### src/rtl/sctl_pkg.sv
package sctl_pkg;

    localparam int REG_W     = 8;
    localparam int NUM_REGS  = 3;
    localparam int NUM_PAIRS = 6;
    localparam logic [REG_W-1:0] LAST_IDX = REG_W'(NUM_REGS - 1);

    // implemented (non-reserved) bits of register 0
    localparam logic [REG_W-1:0] REG0_USED = 8'hCD;

    typedef enum logic [3:0] {
        ST_IDLE,
        ST_ADDR,
        ST_ACK_ADDR,
        ST_CMD,
        ST_ACK_CMD,
        ST_CNT,
        ST_ACK_CNT,
        ST_DATA,
        ST_ACK_DATA,
        ST_SKIP
    } sctl_state_e;

    // register index holding the enable of a pair
    function automatic int pair_reg(input int p);
        return (p == 3) ? 1 : 0;
    endfunction

    // bit position of the enable of a pair within its register
    function automatic int pair_bit(input int p);
        case (p)
            0:       return 7;
            1:       return 6;
            2:       return 3;
            3:       return 6;
            4:       return 0;
            default: return 2;
        endcase
    endfunction

    localparam int TEST_REG = 2;
    localparam int TEST_BIT = 7;

endpackage

### src/rtl/sctl_sync.sv
module sctl_sync #(
    parameter int STAGES = 2
) (
    input  logic clk,
    input  logic rst_n,
    input  logic scl_i,
    input  logic sda_i,
    output logic sda_s,
    output logic scl_rise,
    output logic scl_fall,
    output logic start_det,
    output logic stop_det
);

    logic [STAGES-1:0] scl_pipe;
    logic [STAGES-1:0] sda_pipe;
    logic              scl_s;
    logic              scl_p;
    logic              sda_p;

    generate
        if (STAGES == 1) begin : g_one
            always_ff @(posedge clk or negedge rst_n) begin
                if (!rst_n) begin
                    scl_pipe <= '1;
                    sda_pipe <= '1;
                end else begin
                    scl_pipe <= scl_i;
                    sda_pipe <= sda_i;
                end
            end
        end else begin : g_many
            always_ff @(posedge clk or negedge rst_n) begin
                if (!rst_n) begin
                    scl_pipe <= '1;
                    sda_pipe <= '1;
                end else begin
                    scl_pipe <= {scl_pipe[STAGES-2:0], scl_i};
                    sda_pipe <= {sda_pipe[STAGES-2:0], sda_i};
                end
            end
        end
    endgenerate

    assign scl_s = scl_pipe[STAGES-1];
    assign sda_s = sda_pipe[STAGES-1];

    always_ff @(posedge clk or negedge rst_n) begin
        if (!rst_n) begin
            scl_p <= 1'b1;
            sda_p <= 1'b1;
        end else begin
            scl_p <= scl_s;
            sda_p <= sda_s;
        end
    end

    assign scl_rise  = scl_s & ~scl_p;
    assign scl_fall  = ~scl_s & scl_p;
    assign start_det = scl_s & scl_p & sda_p & ~sda_s;
    assign stop_det  = scl_s & scl_p & ~sda_p & sda_s;

endmodule

### src/rtl/sctl_fsm.sv
module sctl_fsm
    import sctl_pkg::*;
#(
    parameter logic [6:0] DEV_ADDR = 7'h69
) (
    input  logic             clk,
    input  logic             rst_n,
    input  logic             sda_s,
    input  logic             scl_rise,
    input  logic             scl_fall,
    input  logic             start_det,
    input  logic             stop_det,
    output logic             sda_oe,
    output logic             wr_en,
    output logic [REG_W-1:0] wr_idx,
    output logic [REG_W-1:0] wr_data
);

    localparam logic [REG_W-1:0] ADDR_WR = {DEV_ADDR, 1'b0};

    sctl_state_e      state_q, state_d;
    logic [REG_W-1:0] shreg_q;
    logic [3:0]       bitcnt_q;
    logic             rise_seen_q;
    logic [REG_W-1:0] idx_q;
    logic [REG_W-1:0] left_q;

    logic byte_done;
    logic byte_close;
    logic ack_end;
    logic in_rx;
    logic in_ack;

    assign byte_done  = (bitcnt_q == 4'd8);
    assign byte_close = scl_fall && byte_done;
    assign ack_end    = scl_fall && rise_seen_q;
    assign in_rx  = (state_q == ST_ADDR) || (state_q == ST_CMD) ||
                    (state_q == ST_CNT)  || (state_q == ST_DATA);
    assign in_ack = (state_q == ST_ACK_ADDR) || (state_q == ST_ACK_CMD) ||
                    (state_q == ST_ACK_CNT)  || (state_q == ST_ACK_DATA);

    // next state
    always_comb begin
        state_d = state_q;
        if (start_det) begin
            state_d = ST_ADDR;
        end else if (stop_det) begin
            state_d = ST_IDLE;
        end else begin
            unique case (state_q)
                ST_IDLE:     state_d = ST_IDLE;
                ST_ADDR:     if (byte_close)
                                 state_d = (shreg_q == ADDR_WR) ? ST_ACK_ADDR : ST_SKIP;
                ST_ACK_ADDR: if (ack_end) state_d = ST_CMD;
                ST_CMD:      if (byte_close) state_d = ST_ACK_CMD;
                ST_ACK_CMD:  if (ack_end) state_d = ST_CNT;
                ST_CNT:      if (byte_close) state_d = ST_ACK_CNT;
                ST_ACK_CNT:  if (ack_end) state_d = ST_DATA;
                ST_DATA:     if (byte_close)
                                 state_d = (left_q != '0) ? ST_ACK_DATA : ST_SKIP;
                ST_ACK_DATA: if (ack_end) state_d = ST_DATA;
                ST_SKIP:     state_d = ST_SKIP;
            endcase
        end
    end

    // state register
    always_ff @(posedge clk or negedge rst_n) begin
        if (!rst_n) state_q <= ST_IDLE;
        else        state_q <= state_d;
    end

    // byte assembly, header capture and counting
    always_ff @(posedge clk or negedge rst_n) begin
        if (!rst_n) begin
            shreg_q     <= '0;
            bitcnt_q    <= '0;
            rise_seen_q <= 1'b0;
            idx_q       <= '0;
            left_q      <= '0;
        end else if (start_det) begin
            bitcnt_q    <= '0;
            rise_seen_q <= 1'b0;
        end else begin
            if (in_rx && scl_rise && !byte_done) begin
                shreg_q  <= {shreg_q[REG_W-2:0], sda_s};
                bitcnt_q <= bitcnt_q + 4'd1;
            end
            if (in_ack) begin
                if (scl_rise) rise_seen_q <= 1'b1;
                if (ack_end) begin
                    rise_seen_q <= 1'b0;
                    bitcnt_q    <= '0;
                end
            end
            if (byte_close) begin
                if (state_q == ST_CMD) idx_q <= shreg_q;
                if (state_q == ST_CNT) left_q <= shreg_q;
                if (state_q == ST_DATA && left_q != '0) begin
                    left_q <= left_q - 1'b1;
                    if (idx_q != '1) idx_q <= idx_q + 1'b1;
                end
            end
        end
    end

    // outputs
    always_comb begin
        sda_oe  = in_ack;
        wr_en   = (state_q == ST_DATA) && byte_close && (left_q != '0) && (idx_q <= LAST_IDX);
        wr_idx  = idx_q;
        wr_data = shreg_q;
    end

    // a start always restarts address decoding from the first bit
    assert_start_restarts_R2: assert property (@(posedge clk) disable iff (!rst_n)
        start_det |=> (state_q == ST_ADDR) && (bitcnt_q == 4'd0));

    // the data line is only grabbed or released right after SCL falls
    assert_oe_after_fall_R3: assert property (@(posedge clk) disable iff (!rst_n)
        !$stable(sda_oe) |-> $past(scl_fall));

    // a stop leaves the line released and performs no write
    assert_stop_aborts_R9: assert property (@(posedge clk) disable iff (!rst_n)
        stop_det |=> !sda_oe && !wr_en);

endmodule

### src/rtl/sctl_regs.sv
module sctl_regs
    import sctl_pkg::*;
(
    input  logic                 clk,
    input  logic                 rst_n,
    input  logic                 wr_en,
    input  logic [REG_W-1:0]     wr_idx,
    input  logic [REG_W-1:0]     wr_data,
    output logic [NUM_PAIRS-1:0] pair_en_o,
    output logic                 test_off_o
);

    generate
        for (genvar p = 0; p < NUM_PAIRS; p++) begin : g_pair
            localparam logic [REG_W-1:0] OWNER = REG_W'(pair_reg(p));
            always_ff @(posedge clk or negedge rst_n) begin
                if (!rst_n)
                    pair_en_o[p] <= 1'b1;
                else if (wr_en && wr_idx == OWNER)
                    pair_en_o[p] <= wr_data[pair_bit(p)];
            end
        end
    endgenerate

    always_ff @(posedge clk or negedge rst_n) begin
        if (!rst_n)
            test_off_o <= 1'b1;
        else if (wr_en && wr_idx == REG_W'(TEST_REG))
            test_off_o <= wr_data[TEST_BIT];
    end

    // outputs hold whenever no write is presented
    assert_hold_without_write_R5: assert property (@(posedge clk) disable iff (!rst_n)
        !wr_en |=> $stable(pair_en_o) && $stable(test_off_o));

    // the writer never presents an index beyond the last register
    assert_index_in_range_R6: assert property (@(posedge clk) disable iff (!rst_n)
        wr_en |-> wr_idx <= LAST_IDX);

    // reserved bits of register 0 cannot turn any pair on
    assert_reserved_ignored_R7: assert property (@(posedge clk) disable iff (!rst_n)
        (wr_en && wr_idx == '0 && (wr_data & REG0_USED) == '0)
        |=> !pair_en_o[0] && !pair_en_o[1] && !pair_en_o[2] && !pair_en_o[4] && !pair_en_o[5]);

endmodule

### src/rtl/clkbuf_serial_ctrl.sv
module clkbuf_serial_ctrl
    import sctl_pkg::*;
#(
    parameter logic [6:0] DEV_ADDR    = 7'h69,
    parameter int         SYNC_STAGES = 2
) (
    input  logic                 clk,
    input  logic                 rst_n,
    input  logic                 scl_i,
    input  logic                 sda_i,
    output logic                 sda_oe_o,
    output logic [NUM_PAIRS-1:0] pair_en_o,
    output logic                 pll_test_off_o
);

    logic             sda_s;
    logic             scl_rise;
    logic             scl_fall;
    logic             start_det;
    logic             stop_det;
    logic             wr_en;
    logic [REG_W-1:0] wr_idx;
    logic [REG_W-1:0] wr_data;

    sctl_sync #(
        .STAGES(SYNC_STAGES)
    ) u_sync (
        .clk      (clk),
        .rst_n    (rst_n),
        .scl_i    (scl_i),
        .sda_i    (sda_i),
        .sda_s    (sda_s),
        .scl_rise (scl_rise),
        .scl_fall (scl_fall),
        .start_det(start_det),
        .stop_det (stop_det)
    );

    sctl_fsm #(
        .DEV_ADDR(DEV_ADDR)
    ) u_fsm (
        .clk      (clk),
        .rst_n    (rst_n),
        .sda_s    (sda_s),
        .scl_rise (scl_rise),
        .scl_fall (scl_fall),
        .start_det(start_det),
        .stop_det (stop_det),
        .sda_oe   (sda_oe_o),
        .wr_en    (wr_en),
        .wr_idx   (wr_idx),
        .wr_data  (wr_data)
    );

    sctl_regs u_regs (
        .clk       (clk),
        .rst_n     (rst_n),
        .wr_en     (wr_en),
        .wr_idx    (wr_idx),
        .wr_data   (wr_data),
        .pair_en_o (pair_en_o),
        .test_off_o(pll_test_off_o)
    );

endmodule

### config.mk
export PLATFORM = sky130hd
export DESIGN_NAME = clkbuf_serial_ctrl
export DESIGN_NICKNAME = d
export VERILOG_FILES = /design/src/rtl/sctl_pkg.sv /design/src/rtl/sctl_sync.sv /design/src/rtl/sctl_fsm.sv /design/src/rtl/sctl_regs.sv /design/src/rtl/clkbuf_serial_ctrl.sv
export SDC_FILE = /design/constraint.sdc
export NUM_CORES = 1
export LEC_CHECK = 0
export BUFFER_PORTS_ARGS = -buffer_cell sky130_fd_sc_hd__buf_4
export CAP_MARGIN = 20
export CORE_ASPECT_RATIO = 0.7
export CORE_UTILIZATION = 40
export CTS_BUF_LIST = sky130_fd_sc_hd__clkbuf_8 sky130_fd_sc_hd__clkbuf_16
export DETAILED_ROUTE_END_ITERATION = 6
export PLACE_DENSITY = 0.59
export SYNTH_ARGS = -nofsm -noshare
export SYNTH_HDL_FRONTEND = slang
export SYNTH_SLANG_ARGS = --single-unit
### constraint.sdc
create_clock -name clk -period 2.6 [get_ports clk]
set_input_delay 0.26 -clock clk [delete_from_list [all_inputs] [get_ports clk]]
set_output_delay 0.26 -clock clk [all_outputs]
set_load 0.02 [all_outputs]
### Word-level counts from Yosys, hierarchy flattened

Cells that the tools add are included.

* $add $sub $neg: 3
* $lt $le $gt $ge: 1
* equality and inequality tests: 21
* multiplexer cells: 25
* bitwise operators: 12
* reductions and logical operators: 30

Operator list (count)
* $mux 4: 14
* $mux 8: 5
* $pmux 4 s9: 1
* $ne 4x3->1 const B: 6
* $eq 4x3->1 const B: 4
* $eq 4x4->1 const B: 3
* $logic_and 1x1->1: 11
* $add 8x1->8 const B: 1
* $eq 4x2->1 const B: 2
* $eq 8x1->1 const B: 1
* $eq 8x2->1 const B: 1
* $eq 8x8->1 const B: 1
* $le 8x2->1 const B: 1
* $logic_not 8->1: 1
* $ne 8x8->1 const B: 1
* $reduce_bool 8->1: 1
* $sub 8x1->8 const B: 1
* $and 1x1->1: 7
* $reduce_and 7->1: 1
* $logic_or 1x1->1: 6
* $reduce_and 2->1: 3
* $mux 1: 5
* $not 1->1: 5
* $add 4x1->4 const B: 1
* 8 further kinds: 9

* register bits after elaboration: 46
* output and inout bits: 8

### Longest topological paths before layout

Gate-level depths: netlist of run 1.

* depth in word-level cells: 10
* gate-level depth with buffers: 8
* depth with buffers taken out: 7

### Modules after synthesis

Synthesis of run 1 repeated with hierarchy kept, for this count alone.

* cell total of the unflattened synthesis: 267
* area, all modules: 2691.3 µm²

By module, submodules not included
* sctl_fsm: instances 1, cells an instance 236, area an instance 2169.6 µm², sequential area each 825.8 µm²
* sctl_regs: instances 1, cells an instance 21, area an instance 331.6 µm², sequential area each 183.9 µm²
* sctl_sync: instances 1, cells an instance 10, area an instance 190.2 µm², sequential area each 157.7 µm²

### Worst setup path before layout of run 1

OpenSTA, ideal clock, no wires.

* path kind: flip-flop to flip-flop
* start point: reg u_fsm.bitcnt_q[0]
* end point: reg u_fsm.bitcnt_q[1]
* setup time: 0.139 ns
* data arrival time: 1.750 ns
* data required time: 2.461 ns
* path slack: 0.711 ns
* cell stages (with the launch flop): 8
* clock period less this slack: 1.889 ns
* cells stage by stage: dfrtp_1 > inv_1 > ha_1 > and3b_2 > or4b_2 > buf_2 > nand2_1 > a21oi_1

* word-level cells in the longest chain between the ends: 7

RTL lines
* from (decl): line sctl_fsm.sv:23 `logic [3:0] bitcnt_q;`
* from (signal assigned): line sctl_fsm.sv:87 `bitcnt_q <= bitcnt_q + 4'd1;`
* branches (longest 3 deep; another with $add 4x1->4)
* $mux 4 (*): line sctl_fsm.sv:85 `if (in_rx && scl_rise && !byte_done) begin`
* $mux 4: line sctl_fsm.sv:91 `if (ack_end) begin`
* $mux 4 (*): line sctl_fsm.sv:89 `if (in_ack) begin`
* $mux 4 (*): line sctl_fsm.sv:81 `end else if (start_det) begin`

Mark *: on every way between the ends.
A chain may end at the register's enable or synchronous reset.

### Final worst setup path of run 1

* start point: reg u_fsm.left_q[0]
* end point: reg u_regs.pair_en_o[5]

* word-level cells in the longest chain between the ends: 4

RTL lines
* from (decl): line sctl_fsm.sv:26 `logic [REG_W-1:0] left_q;`
* from (signal assigned): line sctl_fsm.sv:98 `if (state_q == ST_CNT) left_q <= shreg_q;`
* from (signal assigned): line sctl_fsm.sv:100 `left_q <= left_q - 1'b1;`
* $reduce_bool 8->1: line sctl_fsm.sv:110 `wr_en = (state_q == ST_DATA) && byte_close && (left_q != '0) && (idx_q <= LAST_IDX);`
* $logic_and 1x1->1 (2 in series): line sctl_fsm.sv:110
* $logic_and 1x1->1: line sctl_regs.sv:19 `else if (wr_en && wr_idx == OWNER)`
* to (signal, indexed assignment): line sctl_regs.sv:20 `pair_en_o[p] <= wr_data[pair_bit(p)];`
* to (decl): line sctl_regs.sv:9 `output logic [NUM_PAIRS-1:0] pair_en_o,`

Every way passes these cells.

==> metrics.md, run 1 <==
| Metric | Value |
|---|---|
| Min-delay src | `scl_i` |
| Critical Path End Type | `flip-flop` |
| Synth Area in Compound Gates | `0.199` |
| Die Height | `71.1 um` |
| Post-Synth Simple-Gate Area | `0.235` |
| Top FF cell, synth | `dfrtp_1` |
| Largest net degree at the start of global routing | `47` |
| Post-synthesis cell count | `281` |
| Vias per inst | `5.45` |
| Row count | `24` |
| Post-route ant nets | `0` |
| Post-synthesis async set-or-reset flop share | `1.00` |
| # IOs | `12` |
| Layout area overhead | `10.7%` |
| Wire per inst | `15.7 um` |
| Inserted Clock Buffers | `5` |
| Crit start category | `flip-flop` |
| Synth cell types | `68` |
| Xor/xnor share of the synthesized area | `0.0129` |
| Diode count | `0` |
| Syn Area/Cell | `9.70 um^2` |
| CTS clk-pin slew, worst paths | `90 ps` |
| Postcts setup bufs | `0` |
| Initial Util | `0.426` |
| Synth warnings | `0` |
| Layout fillers | `643` |
| Clk Latency, worst-skew pair | `310 ps` |
| Mapped Nets | `292` |
| Worst hold slack | `57.4 ps` |
| Final min period | `2220 ps` |
| Final nets | `305` |
| Layout cell share with drive strength beyond 1 | `0.237` |
| EDFF count, synth | `0` |
| Number of global-route vias before repair | `2014` |
| Sink Count | `46` |
| Clock skew | `10.4 ps` |
| H-tree levels | `2` |
| Global route overflow | `0` |
| WP buf/inv | `1` |
| Wirelength, routed | `6.07 mm` |
| Top delay family on crit path | `simple AND/OR/NAND/NOR gates` |
| Die area | `7150 um^2` |
| CP max stage cell | `and3_1` |
| Count leader, synth | `nand2_1` |
| Setup violations, final | `0` |
| FF+latch count, synth | `46` |
| Largest incremental delay on the critical path | `420 ps` |
| TritonCTS clock tree | `done` |
| Status | `completed` |
| Reg2reg setup slack | `380 ps` |
| Area contributors post-synth | `dfrtp_1 (30%), dfstp_2 (13%), nand2_1 (5.8%), ha_1 (3.2%), nor2_1 (3.0%)` |
| Req. time, crit path | `2830 ps` |
| Initial antenna violation count | `0` |
| Overall global routing resource usage | `0.192` |
| Worst Tran Pin Value | `597 ps` |
| Synth top cells by count | `nand2_1 (42), dfrtp_1 (33), nor2_1 (22)` |
| Post-synthesis mux area share | `0.0468` |
| R2R Path End | `u_regs.pair_en_o[5]` |
| Peak supply drop | `0.000326 V` |
| Pins Over Slew Limit | `0` |
| Port bufs | `11` |
| Synth Area in Adders | `0.0321` |
| CTS root buffer | `clkbuf_8` |
| DR vias | `2104` |
| CTS max path bufs | `2` |
| Post-synth top area cell | `dfrtp_1` |
| DR pass1 iterations | `5` |
| HPWL after DPL | `4.35 mm` |
| Gpl congestion | `0.866` |
| Rel. slew slack | `0.599` |
| Max Fanout on Critical Path | `13` |
| FMAX | `451 MHz` |
| Reg2Reg Launch Point | `u_fsm.left_q[0]` |
| MaxCap Viol Count | `0` |
| Leakage power | `0.00127 uW` |
| Post-route setup TNS | `0 ps` |
| Worst Hold End | `u_sync.scl_pipe[0]` |
| Global-route wire length before repair | `10.6 mm` |
| Top-area cell type share of the netlist area | `0.303` |
| Final core utilization | `0.472` |
| Critical path, cell by cell | `inv_1, ha_1, nor3b_4, a21o_4, nor3_2, and3_1, mux2_4` |
| Fin. Hold Viols | `0` |
| Starting DRT DRC Count | `167` |
| Combinational family with the most area after synthesis | `simple AND/OR/NAND/NOR gates` |
| R2R depth | `7` |
| RSZ-0062 raised after global routing | `false` |
| Hold Path Cell Cnt | `1` |
| Crit path kind | `flip-flop to flip-flop` |
| # DRC | `0` |
| Tcrit/Tclk final | `0.853` |
| Die width | `101 um` |
| Crit path arrival time | `2450 ps` |
| Seq/Total Area, Yosys | `0.428` |
| Core Region | `6400 um^2` |
| Power density over the cells | `690 nW/um^2` |
| Post-synthesis cell area | `2730 um^2` |
| Hold Crit Class | `input pin to flip-flop` |
==> report_power, final <==
group / leakage [uW] / internal [uW] / switching, uW / total (uW)
Clock: 0.0000585 / 289 / 264 / 552
Combinational: 0.000632 / 248 / 310 / 558
Sequential: 0.000584 / 801 / 172 / 973
Total: 0.00127 / 1340 / 746 / 2080
==> placed cells by master (no fill, tap or decap), types with 3 or more instances in the layout <==
master / synthesis / layout
a21oi_1: 16 / 16
a21oi_2: 5 / 5
a311oi_1: 3 / 3
buf_4: 3 / 17
clkbuf_8: 0 / 5
dfrtp_1: 33 / 33
dfstp_2: 13 / 13
ha_1: 7 / 7
inv_1: 13 / 13
mux2_4: 5 / 5
mux2i_1: 3 / 3
nand2_1: 42 / 42
nand2b_1: 3 / 3
nand3_1: 6 / 6
nand4_1: 4 / 4
nor2_1: 22 / 22
nor3_1: 7 / 7
nor4_1: 3 / 3
o211ai_1: 3 / 3
o21a_1: 3 / 3
o21ai_0: 11 / 11
o22a_1: 3 / 3
o22ai_1: 4 / 4
or2_2: 3 / 3
==> cell families after synthesis <==
family,count (synthesis)
buffers and inverters,25
adders and majority gates,7
AOI/OAI and AO/OA,73
muxes,10
DFF,46
xor gates and xnor gates,4
and+or+nand+nor,116
==> flip-flops by register name, summed over array words and instances, names as in the netlist <==
register	flops
u_regs.test_off_o	1
u_fsm.rise_seen_q	1
u_fsm.wr_idx	8
u_sync.sda_p	1
u_fsm.state_q	4
u_sync.sda_pipe	2
u_sync.scl_p	1
u_fsm.bitcnt_q	4
u_regs.pair_en_o	6
u_fsm.wr_data	8
u_fsm.left_q	8
u_sync.scl_pipe	2
==> layer usage <==
metal	track usage	routed length, um
met1	0.305	3210
met2	0.263	2500
met3	0.0356	300
met4	0.0531	67
met5	0	0
==> through the flow <==
step	cells	worst slack [ps]	total power [uW]	instance area, um^2
4_1_cts	386	391	2100	3020
5_1_grt	386	209	2210	3020
2_1_floorplan	281	711	1370	2730
6_report	386	382	2080	3020
3_5_place_dp	377	413	1540	2900
3_3_place_gp	377	438	1540	2900
==> what timing repair did <==
| item | 4_1_cts | 5_1_grt |
|---|---|---|
| hold buffers | 1 | 0 |
| gates resized for setup | 0 | 0 |
| hold endpoints to repair | 33 | 0 |
| endpoints found under the setup margin | 0 | 0 |
==> worst max path at each step <==
stage | start | endpoint | cells after the start
after detailed placement | u_fsm.left_q[0] | u_regs.pair_en_o[4] | 7
after global placement | u_fsm.left_q[0] | u_regs.pair_en_o[2] | 7
after floorplan | u_fsm.bitcnt_q[0] | u_fsm.bitcnt_q[1] | 7
after CTS | u_fsm.bitcnt_q[0] | u_fsm.left_q[4] | 8
final | u_fsm.left_q[0] | u_regs.pair_en_o[5] | 7
after global routing | u_fsm.bitcnt_q[1] | u_fsm.left_q[4] | 8
==> layout make-up <==
class,instances,area (um^2),share of cell area
flip-flops and latches,46,1170,0.387
clock buffers,5,68.8,0.0228
well taps,91,114,0.0377
repair buffers,18,138,0.0456
clock inverters,3,43.8,0.0145
inverters,13,48.8,0.0162
multi-input cells,210,1440,0.476
No activity file was read; power rests on OpenSTA's default activity.
==> run 2: changes to the inputs <==
--- a/config.mk
+++ b/config.mk
@@ -11,6 +11,7 @@
 export CORE_UTILIZATION = 40
 export CTS_BUF_LIST = sky130_fd_sc_hd__clkbuf_8 sky130_fd_sc_hd__clkbuf_16
 export DETAILED_ROUTE_END_ITERATION = 6
+export GPL_TIMING_DRIVEN = 0
 export PLACE_DENSITY = 0.59
 export SYNTH_ARGS = -nofsm -noshare
 export SYNTH_HDL_FRONTEND = slang
==> metrics.md, run 2 (synthesized netlist as in run 1, its figures left out) <==
| Metric | Value |
|---|---|
| Gpl congestion | `0.836` |
| R2R depth | `8` |
| # IOs | `12` |
| Power density over the cells | `654 nW/um^2` |
| Post-route ant nets | `0` |
| Diode count | `0` |
| Final nets | `311` |
| H-tree levels | `2` |
| Global route overflow | `0` |
| Most common cell after layout, fill and taps aside | `nand2_1` |
| Rel. slew slack | `0.551` |
| Largest net degree at the start of global routing | `47` |
| Commonest non-fill, non-tap cells in the layout | `nand2_1 (42), dfrtp_1 (33), nor2_1 (22)` |
| CTS root buffer | `clkbuf_8` |
| Setup violations, final | `0` |
| Worst Hold End | `u_sync.sda_pipe[0]` |
| Req. time, crit path | `2810 ps` |
| Combinational fraction of design power | `0.298` |
| Crit start category | `flip-flop` |
| Peak supply drop | `0.000344 V` |
| Layout fillers | `608` |
| Crit path setup slack, layout | `482 ps` |
| Worst hold slack | `52.8 ps` |
| Overall global routing resource usage | `0.194` |
| Critical Path End Type | `flip-flop` |
| Fin. Hold Viols | `0` |
| DR pass1 iterations | `4` |
| R2R Path End | `u_fsm.left_q[6]` |
| Wirelength, routed | `6.16 mm` |
| Hold Path Cell Cnt | `1` |
| Number of global-route vias before repair | `2029` |
| Status | `completed` |
| Pins Over Slew Limit | `0` |
| Vias per inst | `5.47` |
| Clk Latency, worst-skew pair | `310 ps` |
| Worst Tran Pin Value | `667 ps` |
| Placed insts | `383` |
| Core Region | `6400 um^2` |
| Min-delay src | `sda_i` |
| FMAX | `472 MHz` |
| Row count | `24` |
| CTS max path bufs | `2` |
| Pre-CTS setup slack | `507 ps` |
| Sw Pwr | `728 uW` |
| Tcrit/Tclk final | `0.815` |
| Hold Crit Class | `input pin to flip-flop` |
| Starting DRT DRC Count | `140` |
| Reg2reg setup slack | `480 ps` |
| HPWL after DPL | `4.30 mm` |
| Post-route setup TNS | `0 ps` |
| Crit path kind | `flip-flop to flip-flop` |
| Initial Util | `0.426` |
| Max Fanout on Critical Path | `10` |
| Layout area overhead | `10.7%` |
| DR vias | `2144` |
| Total internal power | `1250 uW` |
| Die Height | `71.1 um` |
| Postcts setup bufs | `0` |
| Wire per inst | `15.7 um` |
| TritonCTS clock tree | `done` |
| Layout Cells excl Fill | `392` |
| Leakage power | `0.00128 uW` |
| Clock skew | `8.36 ps` |
| CTS clk-pin slew, worst paths | `90 ps` |
| Final min period | `2120 ps` |
| Clock network power share | `0.227` |
| Reg power frac | `0.474` |
| Layout cell share with drive strength beyond 1 | `0.239` |
| Crit path arrival time | `2330 ps` |
| MaxCap Viol Count | `0` |
| # DRC | `0` |
| Die area | `7150 um^2` |
| Reg2Reg Launch Point | `u_fsm.left_q[0]` |
| Initial antenna violation count | `0` |
| Sink Count | `46` |
| Setup crit start | `u_fsm.left_q[0]` |
| Sw Share | `0.369` |
| Die width | `101 um` |
| RSZ-0062 raised after global routing | `false` |
| Global-route wire length before repair | `10.7 mm` |
| Inserted Clock Buffers | `5` |
| Port bufs | `11` |
## run 2: stage by stage
step                      cell area (um^2)  total power [uW]   util
final                                 3020              1970  0.472
after global routing                  3020              2120  0.472
after CTS                             3020              1990  0.472
after detailed placement              2920              1530  0.457
after global placement                2920              1530  0.457
after floorplan                       2730              1370      -
## run 2: worst max-delay path by stage
stage	to	depth (start not counted)
6_report	u_fsm.left_q[6]	8
5_1_grt	u_fsm.left_q[6]	8
4_1_cts	u_fsm.left_q[7]	8
3_5_place_dp	u_fsm.left_q[7]	8
3_3_place_gp	u_fsm.left_q[7]	8
2_1_floorplan	u_fsm.bitcnt_q[1]	7
## run 2: metal layers
layer  global-route usage  wire, um  up-vias
met1                0.319      3460     1036
li1                     -         -     1053
met4               0.0306        38        0
met3               0.0484       312        4
met2                0.253      2350       51
met5                    0         0        -
## run 2: area by class of cell
cell class	count	area [um^2]	area share
buffer	12	77.6	0.0257
clock buffer	5	68.8	0.0228
clock inverter	3	17.5	0.00580
inverter	13	48.8	0.0162
multi-input combinational	210	1430	0.474
sequential	46	1170	0.387
tap	91	114	0.0377
timing repair buffer	12	92.6	0.0307
## run 2: timing repair
item | in CTS | in global routing
hold buffers | 1 | 0
hold endpoints to repair | 33 | 0
gates resized for setup | 0 | 0
## run 2: power groups by stage
stage	combinational, uW	clock, uW	sequential, uW
after floorplan	466	0	901
after detailed placement	585	0	949
after CTS	588	467	935
final	589	449	937
after global routing	666	505	952
after global placement	587	0	946
## run 2: worst max-delay path: stages (launching register included)
cell	delay, ps
dfrtp_1	410
inv_1	80
ha_1	220
nor3b_4	190
a21oi_1	470
buf_2	330
nand4_1	110
o21ai_0	120
a21oi_2	80
==> run 3: changes to the inputs <==
--- a/config.mk
+++ b/config.mk
@@ -12,7 +12,7 @@
 export CTS_BUF_LIST = sky130_fd_sc_hd__clkbuf_8 sky130_fd_sc_hd__clkbuf_16
 export DETAILED_ROUTE_END_ITERATION = 6
 export GPL_TIMING_DRIVEN = 0
-export PLACE_DENSITY = 0.59
+export PLACE_DENSITY = 0.61
 export SYNTH_ARGS = -nofsm -noshare
 export SYNTH_HDL_FRONTEND = slang
 export SYNTH_SLANG_ARGS = --single-unit
==> constraint.sdc (replaced) <==
create_clock -name clk -period 1.9 [get_ports clk]
set_input_delay 0.19 -clock clk [delete_from_list [all_inputs] [get_ports clk]]
set_output_delay 0.19 -clock clk [all_outputs]
set_load 0.02 [all_outputs]
==> metrics.md, run 3 (synthesized netlist as in run 1, its figures left out) <==
| Metric | Value |
|---|---|
| Largest incremental delay on the critical path | `360 ps` |
| Crit path arrival time | `2090 ps` |
| Met1 usage | `0.301` |
| Met3 Use GR | `0.0464` |
| Crit path kind | `flip-flop to flip-flop` |
| Post-route setup TNS | `0 ps` |
| Core Region | `6400 um^2` |
| Final min period | `1870 ps` |
| Die width | `101 um` |
| Starting DRT DRC Count | `186` |
| CTS root buffer | `clkbuf_8` |
| Layout Cells excl Fill | `407` |
| Layout fillers | `575` |
| Row count | `24` |
| Area of the multi-input gates | `1560 um^2` |
| Wire per inst | `15.6 um` |
| Clk Latency, worst-skew pair | `300 ps` |
| Pins Over Slew Limit | `0` |
| CTS clk-pin slew, worst paths | `100 ps` |
| # IOs | `12` |
| CTS max path bufs | `2` |
| Worst hold slack | `359 ps` |
| Sink Count | `46` |
| Commonest non-fill, non-tap cells in the layout | `nand2_1 (42), dfrtp_1 (31), buf_4 (26)` |
| Number of global-route vias before repair | `2043` |
| Area of placed instances | `2920 um^2` |
| Rel. slew slack | `0.612` |
| Port bufs | `11` |
| Die Height | `71.1 um` |
| Hold Crit Class | `flip-flop to flip-flop` |
| Layout area overhead | `20.9%` |
| Power density over the cells | `852 nW/um^2` |
| Wirelength, routed | `6.33 mm` |
| # DRC | `0` |
| H-tree levels | `2` |
| Overall global routing resource usage | `0.188` |
| Most common cell after layout, fill and taps aside | `nand2_1` |
| MaxCap Viol Count | `0` |
| Worst Tran Pin Value | `582 ps` |
| Setup violations, final | `0` |
| Peak supply drop | `0.000640 V` |
| Initial antenna violation count | `0` |
| Final Cell Area | `3300 um^2` |
| Critical path, cell by cell | `inv_1, ha_2, nor3b_4, a21o_4, nor3_4, and3_4, mux2_4` |
| CP max stage cell | `dfrtp_1` |
| Critical Path End Type | `flip-flop` |
| Placed insts | `383` |
| Crit start category | `flip-flop` |
| Global-route wire length before repair | `10.4 mm` |
| Vias per inst | `5.46` |
| Status | `completed` |
| Global route overflow | `0` |
| Layout cell share with drive strength beyond 1 | `0.326` |
| TritonCTS clock tree | `done` |
| RSZ-0062 raised after global routing | `true` |
| Inserted Clock Buffers | `5` |
| Gpl congestion | `0.822` |
| Clock skew | `10.6 ps` |
| Leakage power | `0.00140 uW` |
| GRT met2 Usage | `0.257` |
| Req. time, crit path | `2130 ps` |
| FMAX | `536 MHz` |
| Tcrit/Tclk final | `0.982` |
| Register area | `1170 um^2` |
| Die area | `7150 um^2` |
| Largest net degree at the start of global routing | `47` |
| Power, Total | `2810 uW` |
| GRT busiest layer | `met1` |
| Initial Util | `0.426` |
| Fin. Hold Viols | `0` |
| Max Fanout on Critical Path | `5` |
| DR vias | `2222` |
| Post-route ant nets | `0` |
| HPWL after DPL | `4.35 mm` |
| Diode count | `0` |
| DR pass1 iterations | `4` |
| Final nets | `326` |
run 3: worst paths after layout:
kind | from | end | slack [ps] | cells past startpoint
setup / recovery | u_fsm.left_q[1] | u_regs.pair_en_o[5] | 30 | 7
hold / removal | u_sync.sda_pipe[0] | u_sync.sda_pipe[1] | 360 | 0
setup reg to reg | u_fsm.left_q[1] | u_regs.pair_en_o[5] | 30 | 7
hold reg to reg | u_sync.sda_pipe[0] | u_sync.sda_pipe[1] | 360 | 0
max in group asynchronous | rst_n | u_fsm.wr_idx[1] | 1040 | 2
min in group asynchronous | rst_n | u_fsm.left_q[5] | 430 | 2
run 3: routing by layer:
metal / vias to the layer above / share of wire
li1: 1087 / -
met1: 1080 / 0.54
met2: 53 / 0.41
met3: 2 / 0.053
met4: 0 / 0.0019
met5: - / 0
run 3: timing repair:
action | in CTS | in global routing
pin swaps | 3 | 8
endpoints found under the hold margin | 35 | 0
setup buffers | 7 | 5
setup endpoints to repair | 35 | 24
gates resized for setup | 12 | 23
gates cloned | 1 | 1
hold buffers | 3 | 0
run 3: where the power goes:
part / switching, uW / leakage (uW) / internal (uW)
clock network: 349 / 0.0000493 / 255
logic: 511 / 0.000769 / 415
registers: 179 / 0.000582 / 1100
run 3: critical path, delay by kind of cell (launching register included):
family | cells | cell delay (ps)
muxes | 1 | 310
adders and majority gates | 1 | 180
buffers and inverters | 1 | 50
DFF | 1 | 360
AOI/OAI and AO/OA | 1 | 250
and+or+nand+nor | 3 | 650
run 3: per-stage QoR:
step	util	worst slack [ps]
floorplan	-	11.2
global placement	0.457	-184
detailed placement	0.457	-176
CTS	0.493	2.77
global route	0.515	-74.7
finish	0.515	33.3
run 3: cell type report:
class	count	area share
repair buffers	28	0.0718
clock buffers	5	0.0209
flip-flops and latches	46	0.355
plain buffers	11	0.0251
inverters	13	0.0148
multi-input cells	210	0.473
well taps	91	0.0345
clock inverters	3	0.00532
